File: config.mk
export PLATFORM = sky130hd
export DESIGN_NAME = cascade_line_capture
export DESIGN_NICKNAME = d
export VERILOG_FILES = /design/src/rtl/lcap_pkg.sv /design/src/rtl/lcap_invert.sv /design/src/rtl/lcap_seq.sv /design/src/rtl/cascade_line_capture.sv
export SDC_FILE = /design/constraint.sdc
export NUM_CORES = 1
export LEC_CHECK = 0
export ABC_AREA = 0
export ABC_CLOCK_PERIOD_IN_PS = 2100
export BUFFER_PORTS_ARGS = -buffer_cell sky130_fd_sc_hd__buf_2
export CAP_MARGIN = 10
export CORE_UTILIZATION = 37
export DETAILED_ROUTE_END_ITERATION = 10
export GPL_TIMING_DRIVEN = 1
export PLACE_DENSITY = 0.91
export SETUP_SLACK_MARGIN = 0.5
export SLEW_MARGIN = 40
export SYNTH_ARGS = -nofsm -noshare
export SYNTH_HDL_FRONTEND = slang
export SYNTH_HIERARCHICAL = 1
export SYNTH_SLANG_ARGS = --single-unit
File: constraint.sdc
create_clock -name clk -period 2.1 [get_ports clk]
set_input_delay 0.21 -clock clk [delete_from_list [all_inputs] [get_ports clk]]
set_output_delay 0.21 -clock clk [all_outputs]
set_load 0.1 [all_outputs]
File: src/rtl/lcap_pkg.sv
package lcap_pkg;
    typedef enum logic {
        FILL_DOWN = 1'b0,
        FILL_UP   = 1'b1
    } fill_dir_e;
endpackage

File: src/rtl/lcap_invert.sv
module lcap_invert #(
    parameter int LANES  = 6,
    parameter int CODE_W = 8
) (
    input  logic [LANES*CODE_W-1:0] raw_codes,
    input  logic                    inv_lo,
    input  logic                    inv_hi,
    output logic [LANES*CODE_W-1:0] out_codes
);
    localparam int HALF = LANES / 2;

    for (genvar j = 0; j < LANES; j++) begin : g_lane
        logic flip;
        if (j < HALF) begin : g_lo
            assign flip = inv_lo;
        end else begin : g_hi
            assign flip = inv_hi;
        end
        assign out_codes[j*CODE_W +: CODE_W] = raw_codes[j*CODE_W +: CODE_W] ^ {CODE_W{flip}};
    end
endmodule

File: src/rtl/lcap_seq.sv
module lcap_seq
    import lcap_pkg::*;
#(
    parameter int GROUPS = 64,
    localparam int CNT_W = $clog2(GROUPS)
) (
    input  logic             clk,
    input  logic             rst_n,
    input  logic             start_lvl,
    input  fill_dir_e        dir,
    output logic             busy_o,
    output logic [CNT_W-1:0] grp_o,
    output logic             carry_o
);
    localparam logic [CNT_W-1:0] LAST = CNT_W'(GROUPS - 1);

    typedef struct packed {
        logic             busy;
        logic [CNT_W-1:0] cnt;
        logic             prev;
        logic             carry;
    } seq_t;

    seq_t q, d;
    logic rise;

    always_comb begin
        d       = q;
        rise    = start_lvl & ~q.prev;
        d.prev  = start_lvl;
        d.carry = 1'b0;
        if (q.busy) begin
            if (q.cnt == LAST) begin
                d.busy  = 1'b0;
                d.cnt   = '0;
                d.carry = 1'b1;
            end else begin
                d.cnt = q.cnt + 1'b1;
            end
        end else if (rise) begin
            d.busy = 1'b1;
            d.cnt  = '0;
        end
    end

    always_ff @(posedge clk or negedge rst_n) begin
        if (!rst_n) begin
            q <= '0;
        end else begin
            q <= d;
        end
    end

    assign busy_o  = q.busy;
    assign carry_o = q.carry;
    assign grp_o   = (dir == FILL_UP) ? q.cnt : LAST - q.cnt;

    p_start_arms_r5: assert property (@(posedge clk) disable iff (!rst_n)
        (!q.busy && start_lvl && !q.prev) |=> (q.busy && q.cnt == '0));

    p_step_ignores_restart_r8: assert property (@(posedge clk) disable iff (!rst_n)
        (q.busy && q.cnt != LAST) |=> (q.busy && q.cnt == CNT_W'($past(q.cnt) + 1'b1)));

    p_end_gives_carry_r6: assert property (@(posedge clk) disable iff (!rst_n)
        $fell(q.busy) |-> q.carry);

    p_carry_single_r6: assert property (@(posedge clk) disable iff (!rst_n)
        q.carry |=> !q.carry);
endmodule

File: src/rtl/cascade_line_capture.sv
module cascade_line_capture
    import lcap_pkg::*;
#(
    parameter int LANES  = 6,
    parameter int CODE_W = 8,
    parameter int GROUPS = 64,
    localparam int BUS_W = LANES * CODE_W,
    localparam int GRP_W = $clog2(GROUPS)
) (
    input  logic             clk,
    input  logic             rst_n,
    input  logic             fill_up,
    input  logic             casc1_in,
    output logic             casc1_out,
    output logic             casc1_oe,
    input  logic             casc2_in,
    output logic             casc2_out,
    output logic             casc2_oe,
    input  logic [BUS_W-1:0] lane_data,
    input  logic             inv_lo,
    input  logic             inv_hi,
    output logic             wr_en,
    output logic [GRP_W-1:0] wr_group,
    output logic [BUS_W-1:0] wr_codes,
    output logic             busy,
    output logic             done
);
    fill_dir_e dir;
    logic      start_lvl;
    logic      carry;

    assign dir       = fill_dir_e'(fill_up);
    assign start_lvl = (dir == FILL_UP) ? casc1_in : casc2_in;

    lcap_invert #(
        .LANES  (LANES),
        .CODE_W (CODE_W)
    ) u_invert (
        .raw_codes (lane_data),
        .inv_lo    (inv_lo),
        .inv_hi    (inv_hi),
        .out_codes (wr_codes)
    );

    lcap_seq #(
        .GROUPS (GROUPS)
    ) u_seq (
        .clk       (clk),
        .rst_n     (rst_n),
        .start_lvl (start_lvl),
        .dir       (dir),
        .busy_o    (busy),
        .grp_o     (wr_group),
        .carry_o   (carry)
    );

    assign wr_en     = busy;
    assign done      = carry;
    assign casc1_oe  = (dir == FILL_DOWN);
    assign casc2_oe  = (dir == FILL_UP);
    assign casc1_out = carry & casc1_oe;
    assign casc2_out = carry & casc2_oe;

    p_no_carry_in_fill_r6: assert property (@(posedge clk) disable iff (!rst_n)
        wr_en |-> !(casc1_out || casc2_out));

    p_quiet_input_pin_r11: assert property (@(posedge clk) disable iff (!rst_n)
        !(casc1_out && casc2_out));
endmodule

==> results of run 1 <==
-- metrics by stage --
step / TNS, ns / hold WS, ns
2_1_floorplan: -0.675 / -0.0856
3_3_place_gp: 0 / 0.0594
-- logic make-up after synthesis --
family / count (synthesis) / share of synthesized area, %
AND/OR/NAND/NOR: 14 / 7.65
XOR/XNOR: 55 / 46.7
AO/OA/AOI/OAI: 8 / 5.95
buffers and inverters: 13 / 13.2
multiplexers: 3 / 3.40
adder cells (fa/ha/maj): 1 / 1.21
flip-flops: 9 / 21.8
==> results.json, run 1 <==
{
  "synth_area_per_cell_um2": 10.0,
  "tool.error": "[ERROR DPL-0038] Utilization greater than 100%, impossible to legalize",
  "synth_top_area_cell": "xor2_1",
  "yosysWarnings": 6,
  "portBuffers": 115,
  "synth_common_cells": "xor2_1 (48), dfrtp_1 (9), xnor2_1 (7)",
  "syn_area_um2": 1030,
  "rows": 18,
  "synthCells": 103,
  "start_util_pct": 40.5,
  "place.gp.congestion": 0.754,
  "ys_types": 27,
  "status": "aborted with a tool error",
  "synth.area.top_cells": "xor2_1 (41%), dfrtp_1 (22%), buf_12 (7.8%)",
  "haltStage": "detailed placement",
  "ios": 116,
  "synth_seq_cells": 9,
  "synth_edf_count": 0,
  "synthArstFlopShare_pct": 100,
  "ys_seq_area_share_pct": 21.8,
  "ys.flop_type": "dfrtp_1",
  "syn-num-nets": 159,
  "dieHeight_um": 54.8,
  "synth_most_common_cell": "xor2_1",
  "die_w_um": 54.8,
  "yosysTopAreaCellShare_pct": 40.8
}
==> run 2, diff against run 1 <==
--- a/config.mk
+++ b/config.mk
@@ -9,11 +9,11 @@
 export ABC_CLOCK_PERIOD_IN_PS = 2100
 export BUFFER_PORTS_ARGS = -buffer_cell sky130_fd_sc_hd__buf_2
 export CAP_MARGIN = 10
-export CORE_UTILIZATION = 37
+export CORE_AREA = 2 2 63 65
 export DETAILED_ROUTE_END_ITERATION = 10
+export DIE_AREA = 0 0 65 67
 export GPL_TIMING_DRIVEN = 1
-export PLACE_DENSITY = 0.91
-export SETUP_SLACK_MARGIN = 0.5
+export PLACE_DENSITY_LB_ADDON = 0.15
 export SLEW_MARGIN = 40
 export SYNTH_ARGS = -nofsm -noshare
 export SYNTH_HDL_FRONTEND = slang
==> run 2 against run 1 <==
- the flow now finishes without violations
- area after synthesis is the same
- synthesized cell count stayed put
==> results.json, run 2 <==
{
  "crit_path_end_kind": "output port",
  "p_leak_uw": 0.00123,
  "routed.top_layer": "met4",
  "syn_area_um2": 1030,
  "final_common_cell": "buf_2",
  "wire_per_inst_um": 14.7,
  "finalPower_uw": 2740,
  "hold_path_class": "in2reg",
  "synthArstFlopShare_pct": 100,
  "dr.pass1.iters": 6,
  "ios": 116,
  "max_freq_mhz": 636,
  "drc_errors": 0,
  "fin_crit_ns": 1.57,
  "ant_nets": 0,
  "yosysWarnings": 6,
  "synth_area_per_cell_um2": 10.0,
  "peakVddDrop_mv": 0.556,
  "met2WireLength_um": 2270,
  "cts_max_level": 1,
  "crit_path_cell_trace": "xnor2_1, buf_2",
  "worst_slew_pin_slew_ns": 0.505,
  "p_per_area_nw_per_um2": 1030,
  "fin_cells": 265,
  "nNetsFinal": 274,
  "path_class": "reg2out",
  "cap_violations": 0,
  "status": "completed",
  "synth.area.top_cells": "xor2_1 (41%), dfrtp_1 (22%), buf_12 (7.8%)",
  "overflow": 0,
  "rsz0062_at_grt": "no",
  "wl_met1_um": 1150,
  "dp_slack_ns": 0.633,
  "cts.clk_slew.worst_paths_ns": 0.04,
  "cts_buffers": 3,
  "slew_headroom_pct": 66.6,
  "wirelength_um": 3890,
  "finalSetupViolCount": 0,
  "vias": 1163,
  "core_area_um2": 3610,
  "ys_types": 27,
  "cts-root-buf": "clkbuf_8",
  "synth_common_cells": "xor2_1 (48), dfrtp_1 (9), xnor2_1 (7)",
  "path_max_fanout": 6,
  "dieArea_um2": 4360,
  "wl_met3_um": 376,
  "critPathLaunchType": "flop",
  "regMostFlops": "u_seq/q",
  "dp_hpwl_um": 3500,
  "antenna_found_initial": 0,
  "rows": 22,
  "clkSinkCount": 9,
  "synth_most_common_cell": "xor2_1",
  "required_ns": 1.89,
  "finalMaxSlewViolations": 0,
  "grt_max_degree": 25,
  "dieHeight_um": 67,
  "portBuffers": 115,
  "setup_tns_ns": 0,
  "period_share_pct": 74.9,
  "cts_tree": "yes",
  "viasPerCell": 4.39,
  "grt_pass1_vias": 1261,
  "drive_gt1_share_pct": 76.0,
  "synth_top_area_cell": "xor2_1",
  "ys_seq_area_share_pct": 21.8,
  "place.gp.congestion": 0.939,
  "clock_latency_ns": 0.24,
  "syn-num-nets": 159,
  "grt_pass1_wl_um": 6020,
  "synth_seq_cells": 9,
  "final_cell_mix": "buf_2 (67), buf_12 (49), xor2_2 (40), dfrtp_1 (9), xor2_1 (8)",
  "clockBufferDepth": 2,
  "largest_reg_flops": 7,
  "synthCells": 103,
  "start_util_pct": 28.6,
  "yosysTopAreaCellShare_pct": 40.8,
  "area_delta_synth_final_pct": 158,
  "diodes": 0,
  "critPathMaxStageDelay_ns": 0.46,
  "synth_edf_count": 0,
  "timing.final.ws_setup_ns": 0.528,
  "grt_use_total_pct": 18.7,
  "arrival_ns": 1.36,
  "die_w_um": 65,
  "cts_setup_buffers": 0,
  "crit_slowest_cell": "buf_2",
  "hold_viol_final": 0,
  "dp.cells": 260,
  "drt-initial-drc-count": 45,
  "ys.flop_type": "dfrtp_1",
  "fin_worst_skew_ns": 0.00568
}
run 2: cell counts after synthesis:
Identical to the previous run, type by type.
run 2: layer usage:
metal | GRT usage, % | vias up
met4 | 6.91 | 0
li1 | - | 515
met3 | 4.39 | 9
met5 | 0 | -
met2 | 38.8 | 92
met1 | 17.3 | 547
run 2: stage by stage:
step           hold slack, ns  util [%]  cell area, um2
6_report                0.219      73.7            2660
3_5_place_dp           0.0725      72.1            2600
3_3_place_gp           0.0668      72.1            2600
2_1_floorplan         -0.0856         -            1330
5_1_grt                 0.228      73.7            2660
4_1_cts                 0.218      73.7            2660
run 2: repair_timing:
action                                  4_1_cts  5_1_grt
endpoints found under the setup margin        0        0
hold buffers                                  1        0
gates resized for setup                       0        0
hold endpoints to repair                      9        0
run 2: final cells by class:
class	instances	area, um2
timing repair buffer	119	1340
fill	253	950
sequential	9	225
clock buffer	4	45.0
multi-input combinational	81	970
inverter	4	15.0
tap	48	60.1
run 2: kinds of logic after synthesis:
logic type / Yosys count / synth area share (%)
XOR/XNOR: 55 / 46.7
AND/OR/NAND/NOR: 14 / 7.65
buffers and inverters: 13 / 13.2
flip-flops: 9 / 21.8
AO/OA/AOI/OAI: 8 / 5.95
multiplexers: 3 / 3.40
adder cells (fa/ha/maj): 1 / 1.21
run 2: path summary, 6_finish.rpt:
| path | start | endpoint | slack (ns) | depth (start not counted) |
|---|---|---|---|---|
| worst max register to register | u_seq/q[3] | u_seq/q[7] | 0.64 | 4 |
| worst min register to register | u_seq/q[2] | u_seq/q[2] | 0.59 | 1 |
| min in group asynchronous | rst_n | u_seq/q[3] | 0.35 | 2 |
| max in group asynchronous | rst_n | u_seq/q[5] | 1.57 | 2 |
| worst min-delay path | casc2_in | u_seq/q[1] | 0.22 | 2 |
| worst max-delay path | u_seq/q[5] | wr_group[3] | 0.53 | 2 |
run 2: report_power, final:
| group | internal [uW] | leakage [uW] | switching (uW) |
|---|---|---|---|
| Combinational | 644 | 0.00110 | 1560 |
| Sequential | 237 | 0.000107 | 101 |
| Clock | 133 | 0.0000228 | 71.9 |
| Total | 1010 | 0.00123 | 1730 |
run 2: worst max-delay path, delay by kind of cell, from the launching register on:
kind | cells | cell delay (ns)
flip-flops | 1 | 0.45
XOR/XNOR | 1 | 0.22
buffers and inverters | 1 | 0.46
Power figures use the tool's default switching activity.
==> run 3, diff against run 2 <==
--- a/config.mk
+++ b/config.mk
@@ -6,7 +6,7 @@
 export NUM_CORES = 1
 export LEC_CHECK = 0
 export ABC_AREA = 0
-export ABC_CLOCK_PERIOD_IN_PS = 2100
+export ABC_CLOCK_PERIOD_IN_PS = 1350
 export BUFFER_PORTS_ARGS = -buffer_cell sky130_fd_sc_hd__buf_2
 export CAP_MARGIN = 10
 export CORE_AREA = 2 2 63 65
==> constraint.sdc (replaced) <==
create_clock -name clk -period 1.35 [get_ports clk]
set_input_delay 0.135 -clock clk [delete_from_list [all_inputs] [get_ports clk]]
set_output_delay 0.135 -clock clk [all_outputs]
set_load 0.1 [all_outputs]
==> run 3 against run 2 <==
- the flow now stops in detailed placement
- area after synthesis unchanged
- synthesized cell count unchanged
==> results.json, run 3 <==
{
  "syn_area_um2": 1030,
  "ios": 116,
  "synth_seq_cells": 9,
  "synthCells": 103,
  "die_w_um": 65,
  "ys.flop_type": "dfrtp_1",
  "synth_common_cells": "xor2_1 (48), dfrtp_1 (9), xnor2_1 (7)",
  "muxShareOfSynthArea_pct": 3.40,
  "synthSimpleGateAreaFrac_pct": 7.65,
  "dp_hpwl_um": 5390,
  "synthArstFlopShare_pct": 100,
  "synth_top_area_cell": "xor2_1",
  "synth_top_family_by_area": "XOR/XNOR gates",
  "ys_seq_area_share_pct": 21.8,
  "synth.area.top_cells": "xor2_1 (41%), dfrtp_1 (22%), buf_12 (7.8%)",
  "synth-compound-area-share_pct": 5.95,
  "synth_edf_count": 0,
  "syn-num-nets": 159,
  "dieHeight_um": 67,
  "synth_area_per_cell_um2": 10.0,
  "start_util_pct": 28.6,
  "tool.error": "[ERROR DPL-0033] detailed placement checks failed during check placement.",
  "yosysWarnings": 6,
  "haltStage": "detailed placement",
  "synth-xor-area-share_pct": 46.7,
  "ys_types": 27,
  "portBuffers": 115,
  "synth_most_common_cell": "xor2_1",
  "status": "aborted with a tool error",
  "yosysTopAreaCellShare_pct": 40.8,
  "place.gp.congestion": 0.853,
  "rows": 22,
  "synth_adder_area_share_pct": 1.21
}
[run 3: cell counts after synthesis]
Identical to the previous run, type by type.
[run 3: cells by family after synthesis]
logic type / Yosys count
and+or+nand+nor: 14
xor gates and xnor gates: 55
adders and majority gates: 1
muxes: 3
buffers and inverters: 13
DFF: 9
AOI/OAI and AO/OA: 8
[run 3: metrics by stage]
| stage | instances | worst slack, ns | hold WS (ns) | cell area (um2) |
|---|---|---|---|---|
| after floorplan | 103 | -0.484 | -0.161 | 1890 |
| after global placement | 269 | 0.140 | -0.0138 | 3440 |
